<file path="src/rtl/isc_pkg.sv">
package isc_pkg;
    typedef enum logic {ST_STABLE, ST_SETTLE} db_state_e;

    localparam logic [1:0] MODE_RISE = 2'd0;
    localparam logic [1:0] MODE_FALL = 2'd1;
    localparam logic [1:0] MODE_DUAL = 2'd2;

    localparam logic [1:0] ADDR_SENSE = 2'd0;
    localparam logic [1:0] ADDR_FLAG  = 2'd1;
    localparam logic [1:0] ADDR_MASK  = 2'd2;
endpackage

</file>
<file path="src/rtl/isc_sync.sv">
module isc_sync (
    input  logic clk,
    input  logic rst_n,
    input  logic d,
    output logic q
);
    logic meta;

    always_ff @(posedge clk or negedge rst_n) begin
        if (!rst_n) begin
            meta <= 1'b0;
            q    <= 1'b0;
        end else begin
            meta <= d;
            q    <= meta;
        end
    end
endmodule

</file>
<file path="src/rtl/isc_debounce.sv">
module isc_debounce
    import isc_pkg::*;
#(
    parameter int CW = 16
) (
    input  logic          clk,
    input  logic          rst_n,
    input  logic          tick_en,
    input  logic          lvl,
    input  logic [CW-1:0] rise_lim,
    input  logic [CW-1:0] fall_lim,
    output logic          sense,
    output logic          rise_p,
    output logic          fall_p
);
    db_state_e     state, state_n;
    logic [CW-1:0] cnt, cnt_n;
    logic          sense_n, rise_n, fall_n;
    logic [CW-1:0] lim;
    logic [CW:0]   inc;

    always_ff @(posedge clk or negedge rst_n) begin
        if (!rst_n) begin
            state  <= ST_STABLE;
            cnt    <= '0;
            sense  <= 1'b0;
            rise_p <= 1'b0;
            fall_p <= 1'b0;
        end else begin
            state  <= state_n;
            cnt    <= cnt_n;
            sense  <= sense_n;
            rise_p <= rise_n;
            fall_p <= fall_n;
        end
    end

    always_comb begin
        state_n = state;
        cnt_n   = cnt;
        sense_n = sense;
        rise_n  = 1'b0;
        fall_n  = 1'b0;
        lim     = lvl ? rise_lim : fall_lim;
        inc     = {1'b0, cnt} + (CW+1)'(1);
        unique case (state)
            ST_STABLE: begin
                if (lvl != sense) begin
                    if (lim == '0) begin
                        sense_n = lvl;
                        rise_n  = lvl;
                        fall_n  = !lvl;
                    end else begin
                        state_n = ST_SETTLE;
                        cnt_n   = '0;
                    end
                end
            end
            ST_SETTLE: begin
                if (lvl == sense) begin
                    state_n = ST_STABLE;
                end else if (tick_en) begin
                    if (inc >= {1'b0, lim}) begin
                        state_n = ST_STABLE;
                        sense_n = lvl;
                        rise_n  = lvl;
                        fall_n  = !lvl;
                    end else begin
                        cnt_n = inc[CW-1:0];
                    end
                end
            end
            default: state_n = ST_STABLE;
        endcase
    end
endmodule

</file>
<file path="src/rtl/isc_regs.sv">
module isc_regs
    import isc_pkg::*;
#(
    parameter int N = 4
) (
    input  logic         clk,
    input  logic         rst_n,
    input  logic [N-1:0] ev,
    input  logic [N-1:0] sense,
    input  logic [1:0]   addr,
    input  logic         wr,
    input  logic [N-1:0] wdata,
    output logic [N-1:0] rdata,
    output logic [N-1:0] flag,
    output logic [N-1:0] mask,
    output logic         irq
);
    logic [N-1:0] clr;

    assign clr = (wr && addr == ADDR_FLAG) ? wdata : '0;

    always_ff @(posedge clk or negedge rst_n) begin
        if (!rst_n) begin
            flag <= '0;
            mask <= '1;
        end else begin
            flag <= (flag & ~clr) | ev;
            if (wr && addr == ADDR_MASK) mask <= wdata;
        end
    end

    always_comb begin
        unique case (addr)
            ADDR_SENSE: rdata = sense;
            ADDR_FLAG:  rdata = flag;
            ADDR_MASK:  rdata = mask;
            default:    rdata = '0;
        endcase
    end

    assign irq = |(flag & ~mask);
endmodule

</file>
<file path="src/rtl/irq_sense_ctrl.sv">
module irq_sense_ctrl
    import isc_pkg::*;
#(
    parameter int             N          = 4,
    parameter int             CW         = 16,
    parameter logic [N*CW-1:0] RISE_TICKS = {16'd3, 16'd983, 16'd721, 16'd0},
    parameter logic [N*CW-1:0] FALL_TICKS = {16'd3, 16'd983, 16'd328, 16'd0},
    parameter logic [2*N-1:0]  MODES      = {MODE_DUAL, MODE_FALL, MODE_DUAL, MODE_RISE},
    parameter logic [N-1:0]    EXT_EN     = 4'b0100
) (
    input  logic           clk,
    input  logic           rst_n,
    input  logic           tick_en,
    input  logic [N-1:0]   pin,
    input  logic [2*N-1:0] fall_ext,
    input  logic [1:0]     addr,
    input  logic           wr,
    input  logic [N-1:0]   wdata,
    output logic [N-1:0]   rdata,
    output logic           irq
);
    logic [N-1:0] lvl, sense, rise_p, fall_p, ev, flag, mask;

    for (genvar i = 0; i < N; i++) begin : g_src
        localparam logic [CW-1:0] RL   = RISE_TICKS[i*CW +: CW];
        localparam logic [CW-1:0] FL   = FALL_TICKS[i*CW +: CW];
        localparam logic [1:0]    MODE = MODES[2*i +: 2];
        logic [CW-1:0] fall_lim;

        assign fall_lim = EXT_EN[i] ? (FL << fall_ext[2*i +: 2]) : FL;

        isc_sync u_sync (
            .clk  (clk),
            .rst_n(rst_n),
            .d    (pin[i]),
            .q    (lvl[i])
        );

        isc_debounce #(.CW(CW)) u_db (
            .clk     (clk),
            .rst_n   (rst_n),
            .tick_en (tick_en),
            .lvl     (lvl[i]),
            .rise_lim(RL),
            .fall_lim(fall_lim),
            .sense   (sense[i]),
            .rise_p  (rise_p[i]),
            .fall_p  (fall_p[i])
        );

        if (MODE == MODE_RISE) begin : g_rise
            assign ev[i] = rise_p[i];
        end else if (MODE == MODE_FALL) begin : g_fall
            assign ev[i] = fall_p[i];
        end else begin : g_dual
            assign ev[i] = rise_p[i] | fall_p[i];
        end
    end

    isc_regs #(.N(N)) u_regs (
        .clk  (clk),
        .rst_n(rst_n),
        .ev   (ev),
        .sense(sense),
        .addr (addr),
        .wr   (wr),
        .wdata(wdata),
        .rdata(rdata),
        .flag (flag),
        .mask (mask),
        .irq  (irq)
    );
endmodule

</file>
<file path="config.mk">
export PLATFORM = sky130hd
export DESIGN_NAME = irq_sense_ctrl
export DESIGN_NICKNAME = d
export VERILOG_FILES = /design/src/rtl/isc_pkg.sv /design/src/rtl/isc_sync.sv /design/src/rtl/isc_debounce.sv /design/src/rtl/isc_regs.sv /design/src/rtl/irq_sense_ctrl.sv
export SDC_FILE = /design/constraint.sdc
export NUM_CORES = 1
export LEC_CHECK = 0
export BUFFER_PORTS_ARGS = -buffer_cell sky130_fd_sc_hd__buf_2
export CORE_AREA = 2 2 79 100
export DETAILED_ROUTE_END_ITERATION = 8
export DIE_AREA = 0 0 81 102
export PLACE_DENSITY_LB_ADDON = 0.05
export SYNTH_ARGS = -nofsm -noshare
export SYNTH_HDL_FRONTEND = slang
export SYNTH_SLANG_ARGS = --single-unit
</file>
<file path="constraint.sdc">
create_clock -name clk -period 9 [get_ports clk]
set_input_delay 2.7 -clock clk [delete_from_list [all_inputs] [get_ports clk]]
set_output_delay 2.7 -clock clk [all_outputs]
set_load 0.005 [all_outputs]
</file>
* Word level (Yosys, flattened, before mapping)
Cells that the tools add are included. W data, S select, Z words.
Storage, ports and cells: flip-flop bits (word level) 94, latch bits 0, bits in writable memories 0, memory bits (read-only) 0, bits of input ports 22, output and inout port bits 5, logic and storage cells 197, memories 0
Cells by class: add/subtract/negate cells 4, multiply operators 0, divide/modulo/power cells 0, order comparisons 4, eq/ne operators 34, shifts and indexed selects 1, multiplexer cells 98, bitwise logic cells 11, reductions and logical operators 17
Operators with widths (count):
- $mux W16 | 19
- $pmux W16 S2 | 3
- $add A16 B1 Y17 const B | 4
- $mux W1 | 60
- $ne A2 B2 Y1 const B | 18
- $ge A17 B16 Y1 | 2
- $logic_not A16 Y1 | 2
- $pmux W1 S2 | 13
- $reduce_and A5 Y1 | 4
- $ge A17 B1 Y1 const B | 1
- $ge A17 B2 Y1 const B | 1
- $reduce_and A4 Y1 | 4
- $shl A10 B2 Y16 const A | 1
- $ne A2 B1 Y1 const B | 6
- $pmux W4 S3 | 1
- $mux W10 | 1
- $and A4 B4 Y4 | 2
- $not A4 Y4 | 2
- $eq A1 B1 Y1 | 4
- $mux W4 | 1
- $ne A1 B1 Y1 | 4
- $not A1 Y1 | 4
- $or A4 B4 Y4 | 1
- $reduce_or A4 Y1 | 1
- 6 further kinds | 10

* Depth between registers and ports, before layout
depth in word-level cells 7, mapped depth 14, gate-level depth less buffers 12

* By module
A second synthesis with hierarchy kept.
Second synthesis, totals: cell total of the unflattened synthesis 876, area total of the unflattened synthesis 7986.4 µm²
Modules (own cells, without submodules):
- isc_debounce at g_src[0].u_db ... | instances 2, cells an instance 209, area an instance 1826.8 µm², sequential area each 500.5 µm²
- isc_debounce at g_src[1].u_db | instances 1, cells an instance 199, area an instance 1810.5 µm², sequential area each 500.5 µm²
- isc_debounce at g_src[3].u_db | instances 1, cells an instance 198, area an instance 1784.2 µm², sequential area each 500.5 µm²
- isc_regs | instances 1, cells an instance 41, area an instance 476.7 µm², sequential area each 205.2 µm²
- isc_sync | instances 4, cells an instance 2, area an instance 50.0 µm², sequential area each 50.0 µm²
- irq_sense_ctrl | instances 1, cells an instance 12, area an instance 61.3 µm², sequential area each 0.0 µm²

* Worst setup path after synthesis
OpenSTA, ideal clock, no wires.
kind input-to-output, start input port addr[1], end output port rdata[0], data arrival time 3.262 ns, data required time 6.300 ns, path slack 3.038 ns, cell stages on the path 4, buffers on the path 1, path through clkbuf_1 nor2b_1 nand2_1 o21ai_0
Between the ends: cells in the longest elaborated chain, start to end 2, elaborated cells between the ends (all ways) 4, those cells by class eq/ne (2); mux (1); reduce/logical (1)
Ends and longest elaborated chain:
- start, declared | line irq_sense_ctrl.sv:16 | input logic [1:0] addr,
- $eq A2 B2 Y1 (tied with other cells) | line isc_regs.sv:33 | unique case (addr)
- $pmux W4 S3 (*) | line isc_regs.sv:33
- end, declared | line irq_sense_ctrl.sv:19 | output logic [N-1:0] rdata,
Mark *: on every way between the ends. The rest lies on a longest branch, timed or not.

* Worst setup path after layout
start input port addr[1], end output port rdata[3]
The elaborated chain is that of the path after synthesis.

==> results.yml <==
sta:
  rsz0062_at_grt: "no"
  period_share: 0.681
  slew_violations: 0
  setup_viol: 0
  finClkSkew_ns: 0.0198
  finalCriticalPeriod_ns: 6.13
  fin_ws_ns: 2.87
  worstMarginPinSlew_ns: 1.10
  max_slew_margin: 0.266
  fmax_ghz: 0.163
  setup_tns_ns: 0
  hold_viol_final: 0
clock_tree:
  clock_sink_count: 78
  cts_resized: 0
  clockBufferDepth: 2
  path_clk_slew_ns: 0.08
  cts_hold_buf: 0
  clock-root-buffer: "clkbuf_8"
  insertion_delay_ns: 0.35
  cts.htree.levels: 3
  postCtsSetupRepairBufs: 0
  cts_tree: "built"
  numCtsBuffers: 9
grt:
  grt_pass1_vias: 3522
  grtUsageMet2: 0.421
  gr-usage-all-layers: 0.244
  grt.overflow.total: 0
  grt_pass1_wl_um: 15700
  grt_util_met1: 0.298
  gr-usage-met3: 0.0424
  busiest_layer: "met2"
  grt_max_degree: 79
  antenna_found_initial: 0
power_and_ir_drop:
  power_switching_share: 0.317
  clockPowerShare: 0.281
  power_density_nw_per_um2: 166
  total_leakage_power_nw: 2.23
  vdd_ir_drop_max_mv: 0.134
  power.total_uw: 808
  intPower_uw: 552
  seq_power_share: 0.519
  p_sw_uw: 256
  p_comb_frac: 0.199
yosys:
  syn_area_um2: 4540
  post_synth_num_cell_types: 67
  synth.top_cell.area_share: 0.408
  syn_nets: 509
  synth_top_area_cell: "dfrtp_1"
  ys_seq_area_frac: 0.431
  synth_flop_cell: "dfrtp_1"
  synth-edff-count: 0
  synth.avg_cell_area_um2: 9.79
  yosys-top-cells-area: "dfrtp_1, ha_1, xnor2_1"
  synthArstFlopShare: 1.00
  ys_warn_count: 0
  synth.ff_latch_count: 78
  netlist_instances: 464
floorplan:
  die_w_um: 81
  std_cell_rows: 35
  start_util: 0.625
  ios: 27
  dieHeight_um: 102
  dieArea_um2: 8260
  core_um2: 7270
place:
  gp_congestion: 0.821
  portBuffers: 20
  dp_worst_setup_slack_ns: 2.87
  dp_hpwl_um: 6730
drt:
  vias: 3535
  wire_per_inst_um: 16.2
  ant_nets: 0
  wl_um: 9350
  drt_iter0_markers: 162
  vias_per_cell: 6.13
  drc: 0
  dr.pass1.iters: 5
min_path:
  min_path_cells: 0
  hp-class: "reg2reg"
final_layout:
  fin_util: 0.669
  nFillCells: 604
  drive_gt1_frac: 0.130
  area_growth_pct: 7.00
  diodes: 0
  nets: 525
setup_path:
  cp-start-kind: "primary input"
  timing_worst_setup_path_type: "in2out"
  cp-end-kind: "primary output"
  arrival_ns: 3.43
  r2r_cells: 12
  cp_max_fo: 6
  cp.required_ns: 6.30
flow_run:
  max-cap-violations: 0
run_status:
  status: "finished clean"
==> cell usage in the layout, fill, tap and decap left out, types with 8 or more instances in the layout <==
| cell | n |
|---|---|
| nand3_1 | 21 |
| xnor2_1 | 16 |
| buf_2 | 19 |
| clkbuf_8 | 9 |
| a21oi_1 | 12 |
| mux2i_1 | 9 |
| nand4_1 | 16 |
| nand2_1 | 31 |
| inv_1 | 23 |
| nor2b_1 | 22 |
| ha_1 | 23 |
| a21o_1 | 10 |
| o21ai_0 | 20 |
| dfrtp_1 | 74 |
| a22o_1 | 11 |
| a31oi_1 | 8 |
| nor4_1 | 10 |
| nor2_1 | 35 |
==> stage by stage <==
step | cells | hold slack, ns | instance area (um2)
after detailed placement | 561 | 0.337 | 4690
after global placement | 561 | 0.337 | 4690
final | 577 | 0.366 | 4860
after floorplan | 464 | 0.331 | 4540
after global routing | 577 | 0.374 | 4860
after CTS | 577 | 0.367 | 4860
==> cells by family after synthesis <==
logic type | Yosys count | share of synthesized area
adder cells (fa/ha/maj) | 23 | 0.0634
buffers and inverters | 39 | 0.0347
AND/OR/NAND/NOR | 181 | 0.223
flip-flops | 78 | 0.431
multiplexers | 17 | 0.0405
AO/OA/AOI/OAI | 104 | 0.166
XOR/XNOR | 22 | 0.0424
==> flip-flops by register name (all words and copies together) (netlist names) <==
register           count
g_src.u_db.state       4
g_src.u_db.sense       4
g_src.u_db.fall_p      3
u_regs.flag            4
g_src.u_db.rise_p      3
g_src.u_sync.q         4
g_src.u_db.cnt        48
g_src.u_sync.meta      4
u_regs.mask            4
==> final timing paths <==
check | start | endpoint | slack (ns)
hold / removal | g_src[2].u_sync.meta | g_src[2].u_sync.q | 0.37
min in group asynchronous | rst_n | g_src[1].u_db.cnt[9] | 2.48
setup / recovery | addr[1] | rdata[3] | 2.87
max in group asynchronous | rst_n | g_src[1].u_db.cnt[14] | 5.88
setup reg to reg | g_src[1].u_db.cnt[0] | g_src[1].u_db.cnt[9] | 4.78
hold reg to reg | g_src[2].u_sync.meta | g_src[2].u_sync.q | 0.37
==> synthesized netlist by cell type, drive strengths merged, types with 5 or more instances <==
library cell   n
xnor2         16
nand2b         5
and2           6
nand2         32
nor2b         22
nor3b          7
xor2           6
o21ai         21
mux2i          9
inv           23
dfrtp         74
a31oi          8
o41ai          5
nand3         23
nor2          35
nand4         16
a21o          11
ha            23
clkbuf        14
nor4          11
mux2           8
a22o          11
a21oi         12
and3           6
==> critical path: stages <==
cell	delay, ns
buf_2	0.15
nor2b_1	0.27
nand2_1	0.08
o21ai_0	0.08
buf_2	0.14
==> routing by layer <==
| metal | share of wire | up-vias |
|---|---|---|
| met1 | 0.44 | 1715 |
| met2 | 0.51 | 70 |
| met3 | 0.030 | 16 |
| met5 | 0 | - |
| met4 | 0.022 | 0 |
| li1 | - | 1734 |
==> area by class of cell <==
cell class	count	area (um2)	share of cell area
multi-input cells	347	2430	0.499
well taps	92	115	0.0237
inverters	24	90.1	0.0185
clock inverters	5	36.3	0.00747
repair buffers	20	103	0.0211
clock buffers	11	131	0.0270
flip-flops and latches	78	1960	0.403
==> power groups by stage <==
stage,sequential [mW],clock [mW],combinational (mW)
finish,0.420,0.227,0.161
global route,0.426,0.249,0.183
CTS,0.420,0.234,0.164
detailed placement,0.427,0,0.163
global placement,0.425,0,0.157
floorplan,0.414,0,0.122
No activity file was read; power rests on OpenSTA's default activity.
